`config.mk`:
```
export PLATFORM = sky130hd
export DESIGN_NAME = sample_pwm
export DESIGN_NICKNAME = d
export VERILOG_FILES = /design/src/rtl/spwm_pkg.sv /design/src/rtl/spwm_tick_gen.sv /design/src/rtl/spwm_sample_fifo.sv /design/src/rtl/spwm_period_engine.sv /design/src/rtl/spwm_event_flags.sv /design/src/rtl/sample_pwm.sv
export SDC_FILE = /design/constraint.sdc
export NUM_CORES = 1
export LEC_CHECK = 0
export ABC_CLOCK_PERIOD_IN_PS = 3800
export BUFFER_PORTS_ARGS = -buffer_cell sky130_fd_sc_hd__buf_2
export CAP_MARGIN = 20
export CORE_MARGIN = 2
export CORE_UTILIZATION = 35
export DETAILED_ROUTE_END_ITERATION = 12
export SETUP_SLACK_MARGIN = 0.4
export SYNTH_ARGS = -nofsm -noshare
export SYNTH_HDL_FRONTEND = slang
export SYNTH_SLANG_ARGS = --single-unit
```
`constraint.sdc`:
```
create_clock -name clk -period 3.8 [get_ports clk]
set_input_delay 0.38 -clock clk [delete_from_list [all_inputs] [get_ports clk]]
set_output_delay 0.38 -clock clk [all_outputs]
set_load 0.03 [all_outputs]
```
`src/rtl/spwm_pkg.sv`:
```
package spwm_pkg;

  typedef enum logic [1:0] {
    CS_OFF  = 2'b00,
    CS_MAIN = 2'b01,
    CS_FAST = 2'b10,
    CS_SLOW = 2'b11
  } clk_sel_e;

  typedef enum logic [1:0] {
    OM_HIGH_AT_WRAP = 2'b00,
    OM_LOW_AT_WRAP  = 2'b01,
    OM_DETACH_A     = 2'b10,
    OM_DETACH_B     = 2'b11
  } out_mode_e;

  localparam int NUM_EVENTS = 2;
  localparam int EV_WRAP    = 0;
  localparam int EV_MATCH   = 1;

  // Periods a sample stays in effect for a repeat code.
  function automatic logic [3:0] periods_per_sample(input logic [1:0] code);
    return 4'd1 << code;
  endfunction

endpackage

```
`src/rtl/spwm_tick_gen.sv`:
```
module spwm_tick_gen #(
  parameter int PRE_W = 12
) (
  input  logic             clk,
  input  logic             rst_n,
  input  logic             clear,
  input  logic             run,
  input  logic [1:0]       sel,
  input  logic             tick_main,
  input  logic             tick_fast,
  input  logic             tick_slow,
  input  logic [PRE_W-1:0] div,
  output logic             step
);
  import spwm_pkg::*;

  logic             src_tick;
  logic [PRE_W-1:0] pre_q;
  logic             pre_last;

  always_comb begin
    unique case (clk_sel_e'(sel))
      CS_MAIN: src_tick = tick_main;
      CS_FAST: src_tick = tick_fast;
      CS_SLOW: src_tick = tick_slow;
      default: src_tick = 1'b0;
    endcase
  end

  // Greater-or-equal lets a lowered ratio take effect without a long run-out.
  assign pre_last = (pre_q >= div);
  assign step     = run & src_tick & pre_last;

  always_ff @(posedge clk or negedge rst_n) begin
    if (!rst_n) begin
      pre_q <= '0;
    end else if (clear) begin
      pre_q <= '0;
    end else if (run && src_tick) begin
      pre_q <= pre_last ? '0 : pre_q + 1'b1;
    end
  end

  a_r2_off_no_step: assert property (@(posedge clk) disable iff (!rst_n)
    (sel == CS_OFF) |-> !step);

  a_r3_step_spacing: assert property (@(posedge clk) disable iff (!rst_n)
    (step && div != '0) |=> (!step || div == '0));

endmodule

```
`src/rtl/spwm_sample_fifo.sv`:
```
module spwm_sample_fifo #(
  parameter int W     = 16,
  parameter int DEPTH = 4
) (
  input  logic         clk,
  input  logic         rst_n,
  input  logic         flush,
  input  logic         in_valid,
  input  logic [W-1:0] in_data,
  output logic         in_ready,
  input  logic         pop,
  output logic         out_valid,
  output logic [W-1:0] out_data
);
  localparam int AW = (DEPTH > 1) ? $clog2(DEPTH) : 1;
  localparam int CW = $clog2(DEPTH + 1);
  localparam logic [AW-1:0] LAST_SLOT = AW'(DEPTH - 1);
  localparam logic [CW-1:0] FULL_CNT  = CW'(DEPTH);

  logic [W-1:0]  mem [DEPTH];
  logic [AW-1:0] wr_q, rd_q;
  logic [CW-1:0] cnt_q;
  logic          push, take;

  function automatic logic [AW-1:0] bump(input logic [AW-1:0] p);
    return (p == LAST_SLOT) ? '0 : p + 1'b1;
  endfunction

  assign in_ready  = !flush && (cnt_q < FULL_CNT);
  assign out_valid = (cnt_q != '0);
  assign out_data  = mem[rd_q];
  assign push      = in_valid && in_ready;
  assign take      = pop && out_valid;

  always_ff @(posedge clk) begin
    if (push) mem[wr_q] <= in_data;
  end

  always_ff @(posedge clk or negedge rst_n) begin
    if (!rst_n) begin
      wr_q  <= '0;
      rd_q  <= '0;
      cnt_q <= '0;
    end else if (flush) begin
      wr_q  <= '0;
      rd_q  <= '0;
      cnt_q <= '0;
    end else begin
      if (push) wr_q <= bump(wr_q);
      if (take) rd_q <= bump(rd_q);
      case ({push, take})
        2'b10:   cnt_q <= cnt_q + 1'b1;
        2'b01:   cnt_q <= cnt_q - 1'b1;
        default: cnt_q <= cnt_q;
      endcase
    end
  end

  a_r11_no_overflow: assert property (@(posedge clk) disable iff (!rst_n)
    cnt_q <= FULL_CNT);

  a_r11_pop_nonempty: assert property (@(posedge clk) disable iff (!rst_n)
    (pop && !flush) |-> (cnt_q != '0));

endmodule

```
`src/rtl/spwm_period_engine.sv`:
```
module spwm_period_engine #(
  parameter int CNT_W = 16
) (
  input  logic             clk,
  input  logic             rst_n,
  input  logic             clear,
  input  logic             step,
  input  logic [CNT_W-1:0] period,
  input  logic [1:0]       rep_code,
  input  logic             q_valid,
  input  logic [CNT_W-1:0] q_data,
  output logic             q_pop,
  output logic [CNT_W-1:0] count,
  output logic             ev_wrap,
  output logic             ev_match,
  output logic             phase_hi
);
  import spwm_pkg::*;

  logic [CNT_W-1:0] cnt_q, act_q, cnt_next, act_next;
  logic [2:0]       rep_q;
  logic             phase_q;
  logic             at_end, load_due;

  assign at_end   = (cnt_q >= period);
  assign load_due = at_end && (rep_q == '0);
  assign q_pop    = step && load_due && q_valid;
  assign act_next = q_pop ? q_data : act_q;
  assign cnt_next = at_end ? '0 : cnt_q + 1'b1;
  assign ev_wrap  = step && at_end;
  assign ev_match = step && (cnt_next == act_next);

  always_ff @(posedge clk or negedge rst_n) begin
    if (!rst_n) begin
      cnt_q   <= '0;
      act_q   <= '0;
      rep_q   <= '0;
      phase_q <= 1'b0;
    end else if (clear) begin
      cnt_q   <= '0;
      act_q   <= '0;
      rep_q   <= '0;
      phase_q <= 1'b0;
    end else if (step) begin
      cnt_q <= cnt_next;
      act_q <= act_next;
      if (at_end) begin
        if (rep_q != '0)  rep_q <= rep_q - 1'b1;
        else if (q_valid) rep_q <= 3'(periods_per_sample(rep_code) - 4'd1);
        else              rep_q <= '0;
      end
      if (ev_match)     phase_q <= 1'b0;
      else if (at_end)  phase_q <= 1'b1;
    end
  end

  assign count    = cnt_q;
  assign phase_hi = phase_q;

  a_r4_wrap_to_zero: assert property (@(posedge clk) disable iff (!rst_n)
    (ev_wrap && !clear) |=> (cnt_q == '0));

  a_r12_hold_idle: assert property (@(posedge clk) disable iff (!rst_n)
    (!step && !clear) |=> $stable(cnt_q));

  a_r8_match_low_phase: assert property (@(posedge clk) disable iff (!rst_n)
    (ev_match && !clear) |=> !phase_q);

  a_r7_keep_sample: assert property (@(posedge clk) disable iff (!rst_n)
    (step && load_due && !q_valid && !clear) |=> $stable(act_q));

endmodule

```
`src/rtl/spwm_event_flags.sv`:
```
module spwm_event_flags #(
  parameter int N = 2
) (
  input  logic         clk,
  input  logic         rst_n,
  input  logic         clear,
  input  logic [N-1:0] ev,
  input  logic [N-1:0] clr,
  input  logic [N-1:0] en,
  output logic [N-1:0] flags,
  output logic         irq
);
  logic [N-1:0] flag_q;

  for (genvar i = 0; i < N; i++) begin : g_flag
    always_ff @(posedge clk or negedge rst_n) begin
      if (!rst_n)      flag_q[i] <= 1'b0;
      else if (clear)  flag_q[i] <= 1'b0;
      else             flag_q[i] <= (flag_q[i] & ~clr[i]) | ev[i];
    end

    a_r9_sticky_hold: assert property (@(posedge clk) disable iff (!rst_n)
      (flag_q[i] && !clr[i] && !clear) |=> flag_q[i]);

    a_r9_event_sets: assert property (@(posedge clk) disable iff (!rst_n)
      (ev[i] && !clear) |=> flag_q[i]);
  end

  assign flags = flag_q;
  assign irq   = |(flag_q & en);

endmodule

```
`src/rtl/sample_pwm.sv`:
```
module sample_pwm #(
  parameter int CNT_W  = 16,
  parameter int PRE_W  = 12,
  parameter int QDEPTH = 4
) (
  input  logic             clk,
  input  logic             rst_n,
  input  logic             cfg_enable,
  input  logic             cfg_soft_reset,
  input  logic [1:0]       cfg_clk_sel,
  input  logic [PRE_W-1:0] cfg_prescale,
  input  logic [1:0]       cfg_repeat,
  input  logic [1:0]       cfg_out_mode,
  input  logic [CNT_W-1:0] cfg_period,
  input  logic             tick_main,
  input  logic             tick_fast,
  input  logic             tick_slow,
  input  logic             smp_valid,
  input  logic [CNT_W-1:0] smp_data,
  output logic             smp_ready,
  output logic [CNT_W-1:0] count_value,
  input  logic             flag_clr_wrap,
  input  logic             flag_clr_match,
  input  logic             irq_en_wrap,
  input  logic             irq_en_match,
  output logic             flag_wrap,
  output logic             flag_match,
  output logic             irq,
  output logic             pwm_out,
  output logic             pwm_out_en
);
  import spwm_pkg::*;

  logic                  run, step;
  logic                  q_valid, q_pop;
  logic [CNT_W-1:0]      q_data;
  logic                  ev_wrap, ev_match, phase_hi;
  logic [NUM_EVENTS-1:0] ev_vec, clr_vec, en_vec, flag_vec;

  assign run = cfg_enable & ~cfg_soft_reset;

  spwm_tick_gen #(.PRE_W(PRE_W)) u_tick (
    .clk       (clk),
    .rst_n     (rst_n),
    .clear     (cfg_soft_reset),
    .run       (run),
    .sel       (cfg_clk_sel),
    .tick_main (tick_main),
    .tick_fast (tick_fast),
    .tick_slow (tick_slow),
    .div       (cfg_prescale),
    .step      (step)
  );

  spwm_sample_fifo #(.W(CNT_W), .DEPTH(QDEPTH)) u_queue (
    .clk       (clk),
    .rst_n     (rst_n),
    .flush     (cfg_soft_reset),
    .in_valid  (smp_valid),
    .in_data   (smp_data),
    .in_ready  (smp_ready),
    .pop       (q_pop),
    .out_valid (q_valid),
    .out_data  (q_data)
  );

  spwm_period_engine #(.CNT_W(CNT_W)) u_engine (
    .clk      (clk),
    .rst_n    (rst_n),
    .clear    (cfg_soft_reset),
    .step     (step),
    .period   (cfg_period),
    .rep_code (cfg_repeat),
    .q_valid  (q_valid),
    .q_data   (q_data),
    .q_pop    (q_pop),
    .count    (count_value),
    .ev_wrap  (ev_wrap),
    .ev_match (ev_match),
    .phase_hi (phase_hi)
  );

  always_comb begin
    ev_vec            = '0;
    clr_vec           = '0;
    en_vec            = '0;
    ev_vec[EV_WRAP]   = ev_wrap;
    ev_vec[EV_MATCH]  = ev_match;
    clr_vec[EV_WRAP]  = flag_clr_wrap;
    clr_vec[EV_MATCH] = flag_clr_match;
    en_vec[EV_WRAP]   = irq_en_wrap;
    en_vec[EV_MATCH]  = irq_en_match;
  end

  spwm_event_flags #(.N(NUM_EVENTS)) u_flags (
    .clk   (clk),
    .rst_n (rst_n),
    .clear (cfg_soft_reset),
    .ev    (ev_vec),
    .clr   (clr_vec),
    .en    (en_vec),
    .flags (flag_vec),
    .irq   (irq)
  );

  assign flag_wrap  = flag_vec[EV_WRAP];
  assign flag_match = flag_vec[EV_MATCH];

  always_comb begin
    unique case (out_mode_e'(cfg_out_mode))
      OM_HIGH_AT_WRAP: begin pwm_out = phase_hi;  pwm_out_en = 1'b1; end
      OM_LOW_AT_WRAP:  begin pwm_out = ~phase_hi; pwm_out_en = 1'b1; end
      default:         begin pwm_out = 1'b0;      pwm_out_en = 1'b0; end
    endcase
  end

endmodule

```
Yosys cells after proc, flatten, opt, wreduce, memory -nomap -nowiden --
Memories as Yosys holds them, arrays and structs flattened. Index checks and enable logic that the tools add are counted.
Word-level totals: bits in registers 57, bits in latches 0, bits in writable memories 64, memory bits (read-only) 0, input bits 62, output and inout port bits 22, logic and storage cells 102, memories kept 1
Memories:
- u_queue.mem | depth 4, width 16, read ports 1, clocked after memory_dff 0, wr ports 1, line spwm_sample_fifo.sv:20 | logic [W-1:0] mem [DEPTH];
Operators by class: $add $sub $neg 8, $mul 0, divide/modulo/power cells 0, order comparisons 3, eq/ne operators 9, shift-type cells 1, mux-type cells 33, bitwise gates (word level) 12, reductions and logical operators 25
Operators by type and width (number):
- $mux 16 | 6
- $mux 12 | 3
- $mux 3 | 6
- $add 16x1->16 const B | 1
- $eq 16x16->1 | 1
- $ge 16x16->1 | 1
- $add 12x1->12 const B | 1
- $ge 12x12->1 | 1
- $mux 2 | 6
- $reduce_bool 3->1 | 4
- $eq 2x2->1 const B | 5
- $reduce_bool 2->1 | 5
- $logic_and 1x1->1 | 9
- $mux 1 | 9
- $sub 3x1->3 const B | 3
- $eq 2x1->1 const B | 3
- $pmux 3 s2 | 1
- $and 1x1->1 | 5
- $add 2x1->2 const B | 2
- $not 1->1 | 4
- $reduce_and 2->1 | 2
- $reduce_or 2->1 | 2
- $add 3x1->3 const B | 1
- $logic_not 3->1 | 1
- 8 further kinds | 9

Depth between registers and ports, before layout --
depth in word-level cells 12, mapped depth 15, gate-level depth less buffers 12

By module --
A second synthesis with hierarchy kept.
Unflattened totals: cells, all modules 616, area total of the unflattened synthesis 6791.5 um^2
By module, submodules not included:
- spwm_sample_fifo | times used 1, cells an instance 143, area each 2852.7 um^2, seq. area each 2097.0 um^2
- spwm_period_engine | times used 1, cells an instance 326, area each 2725.1 um^2, seq. area each 900.9 um^2
- spwm_tick_gen | times used 1, cells an instance 134, area each 1102.3 um^2, seq. area each 300.3 um^2
- spwm_event_flags | times used 1, cells an instance 9, area each 88.8 um^2, seq. area each 50.0 um^2
- sample_pwm | times used 1, cells an instance 4, area each 22.5 um^2, seq. area each 0.0 um^2

Worst setup path after synthesis --
Ideal clock, no wire load.
path kind register to register, start point register u_engine.cnt_q[10] (netlist: u_engine.count[10]), end point register u_queue.cnt_q[2], library setup time 0.072 ns, arrival time 3.173 ns, required time 3.728 ns, setup slack 0.555 ns, cell stages (with the launch flop) 15, buffers on the path 3, period minus slack after synthesis 3.245 ns, cells stage by stage dfrtp_1 -> ha_1 -> and4_1 -> and2_1 -> a221oi_1 -> o21a_1 -> buf_2 -> or3_1 -> buf_6 -> clkbuf_1 -> nor2_1 -> fa_1 -> nor4_1 -> a221oi_1 -> nor2_1
On the way: cells in the longest elaborated chain, start to end 8, elaborated cells on any way between the ends 10, those cells by class 1 x order compare; 2 x eq/ne; 2 x mux; 5 x reduce/logical
Ends and longest elaborated chain:
- start, declared | line spwm_period_engine.sv:20 | logic [CNT_W-1:0] cnt_q, act_q, cnt_next, act_next;
- start signal, assigned | line spwm_period_engine.sv:45 | cnt_q <= cnt_next;
- $ge 16x16->1 * | line spwm_period_engine.sv:25 | assign at_end = (cnt_q >= period);
- $logic_and 1x1->1 * | line spwm_period_engine.sv:26 | assign load_due = at_end && (rep_q == '0);
- $logic_and 1x1->1 * (2 in a row) | line spwm_period_engine.sv:27 | assign q_pop = step && load_due && q_valid;
- $logic_and 1x1->1 * | line spwm_sample_fifo.sv:33 | assign take = pop && out_valid;
- $eq 2x1->1 or $eq 2x2->1 (tied branches) | line spwm_sample_fifo.sv:51 | case ({push, take})
- $pmux 3 s2 | line spwm_sample_fifo.sv:51
- $mux 3 | line spwm_sample_fifo.sv:44 | end else if (flush) begin
- end signal, assigned | line spwm_sample_fifo.sv:52 | 2'b10: cnt_q <= cnt_q + 1'b1;
- end signal, assigned | line spwm_sample_fifo.sv:53 | 2'b01: cnt_q <= cnt_q - 1'b1;
- end signal, assigned | line spwm_sample_fifo.sv:54 | default: cnt_q <= cnt_q;
- end, declared | line spwm_sample_fifo.sv:22 | logic [CW-1:0] cnt_q;
Mark *: on every way between the ends. The rest lies on a longest branch, timed or not. A chain may end at the register's enable or synchronous reset.

Worst setup path after layout --
start point register u_engine.cnt_q[14] (netlist: u_engine.count[14]), end point register u_engine.phase_q (netlist: u_engine.phase_hi)
On the way: cells in the longest elaborated chain, start to end 10, elaborated cells on any way between the ends 14, those cells by class 1 x add/sub; 1 x order compare; 1 x eq/ne; 5 x mux; 6 x reduce/logical
Ends and longest elaborated chain:
- $ge 16x16->1 | line spwm_period_engine.sv:25
- $logic_and 1x1->1 | line spwm_period_engine.sv:26
- $logic_and 1x1->1 (2 in a row) | line spwm_period_engine.sv:27
- $mux 16 | line spwm_period_engine.sv:28 | assign act_next = q_pop ? q_data : act_q;
- $eq 16x16->1 | line spwm_period_engine.sv:31 | assign ev_match = step && (cnt_next == act_next);
- $logic_and 1x1->1 | line spwm_period_engine.sv:31
- $mux 1 | line spwm_period_engine.sv:52 | if (ev_match) phase_q <= 1'b0;
- $mux 1 | line spwm_period_engine.sv:44 | end else if (step) begin
- $mux 1 | line spwm_period_engine.sv:39 | end else if (clear) begin
- end signal, assigned | line spwm_period_engine.sv:38 | phase_q <= 1'b0;
- end signal, assigned | line spwm_period_engine.sv:52
- end signal, assigned | line spwm_period_engine.sv:53 | else if (at_end) phase_q <= 1'b1;
- end, declared | line spwm_period_engine.sv:22 | logic phase_q;
Parallel ways exist; a longest one is shown, timed or not. The select of a mux whose other input is x is not followed.

==> impl_results.md <==
- Internal power: about 2.4 mW
- Outcome: complete, no violations
- Register bit count reported by yosys: 121
- Leak: between 3 and 4 nW
- Data required, critical path: around 4.1 ns
- CTS tree: yes
- RSZ-0062 raised after global routing: false
- Post-Syn Area: between 6000 and 7000 um^2
- Final std cells w/o fill: about 910
- Post-DRT Antenna Nets: 0
- Final weighted congestion of routability-driven global placement: about 0.9
- Synth Instances: roughly 570
- Final number of hold-violating endpoints: 0
- IR Drop Worst-Case VDD: around 0.00034 V
- Sequential Power Share: 46.6%
- P per Cell Area: roughly 400 nW/um^2
- Category of the worst setup path capture point: register
- Share of post-route cells with drive strength above 1: a little under a quarter
- Pin count of the biggest net entering global routing: 32
- Startpoint types: register
- Clock latency reported for the late side of the worst-skew pair: roughly 0.42 ns
- Transition time at the pin with the least slew margin: approximately 0.95 ns
- Cell at the root of the clock tree: clkbuf_16
- Die outline width: around 140 um
- Via count: approximately 4700
- Die height: about 140 um
- Slew headroom: 35.0%
- Final net count: between 700 and 800
- First-pass GRT wire length: around 25000 um
- Pre-CTS worst setup slack: just under 0.4 ns
- CTS HTree Levels: 4
- Final setup fails: 0
- Ys async rst share: a little under half
- Area growth from synthesis to layout: 19.2%
- Primary FF master, synth: edfxtp_1
- Area fraction of the dominant cell type after synthesis: between 20 and 30%
- Clk sinks: about 120
- Commonest cells post-synth: nand2_1 (67), edfxtp_1 (64), dfrtp_1 (57), inv_1 (40), ha_1 (37)
- Row Count: about 50
- Fraction of power spent switching nets: 22.5%
- Yosys warns: 0
- Ranking of synthesized cells by area: edfxtp_1 (30%), dfrtp_1 (22%), ha_1 (7.2%)
- Worst hold-check path type: input port to register
- Count of unresolved DRC violations after routing: 0
- Floorplan core area: roughly 18000 um^2
- Maximum clock frequency: ~300 MHz
- Switching power of the nets: approximately 0.69 mW
- Fin. max-slew vios: 0
- Dpl hpwl: ~11000 um
- Global Route Usage Sum: roughly 16%
- Tcrit/Tclk final: a little under nine tenths
- Share of power burned in the clock network: a little under half
- Fraction of power consumed by combinational cells: about 5.5%
- Post-Place Cells: around 870
- Die outline area: approximately 20000 um^2
- Initial Utilization: between 30% and 40%
- Maximum net fanout on the critical path: 9
- Worst hold margin: about 0.16 ns
- Setup TNS after final layout: 0 ns
- Leading cell type by number of instances after synthesis: nand2_1
- Setup WS post-layout: 0.566 ns
- IO buf count: 83
- Drt total wl: about 15000 um
- Detailed Routing Iterations Pass 1: 5
- Number of top-level design ports: 84
- Setup skew after layout: 0.00857 ns
- Startpoint-to-endpoint class of the critical path: register to register
- Data arrival time at the worst-slack endpoint: 3.52 ns
- Maximum number of buffers from clock root to sink: 2
- Clk pin slew, worst setup/hold paths: 0.06 ns
- Number of synthesized flops with an enable pin: 64
- Average cell area after synthesis: about 11 um^2
- Total gr overflow: 0
- Post-synth net total: ~670
- Sequential element share of the synthesized area: about half
- Number of antenna violations at the first check in global routing: 0
- Number of buffers added by the clock tree synthesis step: 17
- Vias per cell: between 5 and 6
- Time the worst path needs with I/O delays and setup: roughly 3.2 ns
- Count of different cell masters after synthesis: a little under 70
- Post-detailed-route wirelength per cell: approximately 17 um
- Most area-hungry cell type in the Yosys netlist: edfxtp_1
- Via count of the first global-routing pass: approximately 4800
- Final antenna diode count: 0
- Max_cap viols: 0
- Number of DRC markers in iteration 0: approximately 270
## kinds of logic (layout without fill, tap and decap cells)
family / after synthesis / after routing / synth area share (%)
and+or+nand+nor: 187 / 187 / 14.2
buffers and inverters: 64 / 172 / 4.85
DFF: 121 / 121 / 51.7
adders and majority gates: 38 / 38 / 7.46
xor gates and xnor gates: 28 / 28 / 3.79
muxes: 19 / 19 / 6.34
AOI/OAI and AO/OA: 111 / 112 / 11.6
## power by group through the flow
stage | Combinational [mW] | Sequential [mW] | Clock, mW
after floorplan | 0.0878 | 1.45 | 0
after global placement | 0.163 | 1.45 | 0
after detailed placement | 0.171 | 1.45 | 0
after CTS | 0.173 | 1.43 | 1.50
after global routing | 0.193 | 1.43 | 1.56
final | 0.169 | 1.43 | 1.47
## worst max-delay path, cell delays in order, from the launching register on
cell and delay (ns):
dfrtp_1 0.45, ha_1 0.32, and4_1 0.24, and2_1 0.17, nand2_1 0.12, o21a_1 0.25, or3_4 0.45, a2bb2oi_1 0.15
a32o_1 0.25, or4_1 0.55, a21boi_2 0.17
## state kept, by name (all words and copies together) (netlist names)
name,flops
u_queue.mem,64
u_queue.wr_q,2
u_queue.rd_q,2
u_tick.pre_q,12
u_flags.flags,2
u_engine.rep_q,3
u_engine.count,16
u_engine.phase_hi,1
u_engine.act_q,16
u_queue.cnt_q,3
## placed cells by master, fill, tap and decap left out, types with 3 or more instances in the layout
master	instances
nand2b_1	4
edfxtp_1	64
clkbuf_16	17
clkbuf_1	4
o21ai_0	34
nor2b_1	5
buf_4	16
a31oi_1	3
xor2_1	15
dfrtp_1	57
a211oi_1	3
nand4_1	3
nand2_1	67
mux4_1	5
ha_1	37
and3_1	16
nor2_1	32
a21o_1	5
buf_2	83
nor3_1	3
nor4_1	3
a21oi_1	21
o31ai_1	8
nand3_1	29
and4_1	5
mux4_2	11
inv_1	40
xnor2_1	13
o211ai_1	4
and2_1	6
clkinvlp_4	4
## per-stage QoR
| stage | power, mW | utilization [%] | cell area (um^2) |
|---|---|---|---|
| 3_3_place_gp | 1.61 | 39.6 | 7140 |
| 5_1_grt | 3.18 | 42.8 | 7710 |
| 2_1_floorplan | 1.54 | - | 6470 |
| 6_report | 3.07 | 42.8 | 7710 |
| 3_5_place_dp | 1.62 | 39.6 | 7140 |
| 4_1_cts | 3.10 | 42.6 | 7680 |
## layout make-up
cell class              count  area (um^2)
inverters                  40          150
flip-flops and latches    121         3350
clock buffers              21          440
repair buffers            100          546
fillers                  1694        10300
clock inverters            11         98.8
well taps                 229          287
multi-input cells         384         2840
## timing repair
action / in CTS / in global routing
setup endpoints to repair: 0 / 4
resized for setup: 0 / 5
hold buffers: 1 / 0
buffers inserted: 0 / 0
hold endpoints to repair: 26 / 0
## final timing paths
path	from	endpoint	slack [ns]	depth (start not counted)
worst max-delay path	u_engine.count[14]	u_engine.phase_hi	0.57	10
worst min-delay path	flag_clr_wrap	u_flags.flags[0]	0.16	2
worst max register to register	u_engine.count[14]	u_engine.phase_hi	0.57	10
worst min register to register	u_engine.rep_q[0]	u_engine.rep_q[0]	0.51	2
max in group asynchronous	rst_n	u_engine.act_q[0]	2.43	3
min in group asynchronous	rst_n	u_engine.count[4]	0.51	2
## per-layer routing
layer | up-vias | part of all wire, % | track usage, %
li1 | 2282 | - | -
met5 | - | 0 | 0
met2 | 133 | 49 | 27.1
met1 | 2283 | 45 | 20.4
met3 | 18 | 5.0 | 4.21
met4 | 0 | 1.0 | 4.68
Power figures use the tool's default switching activity.
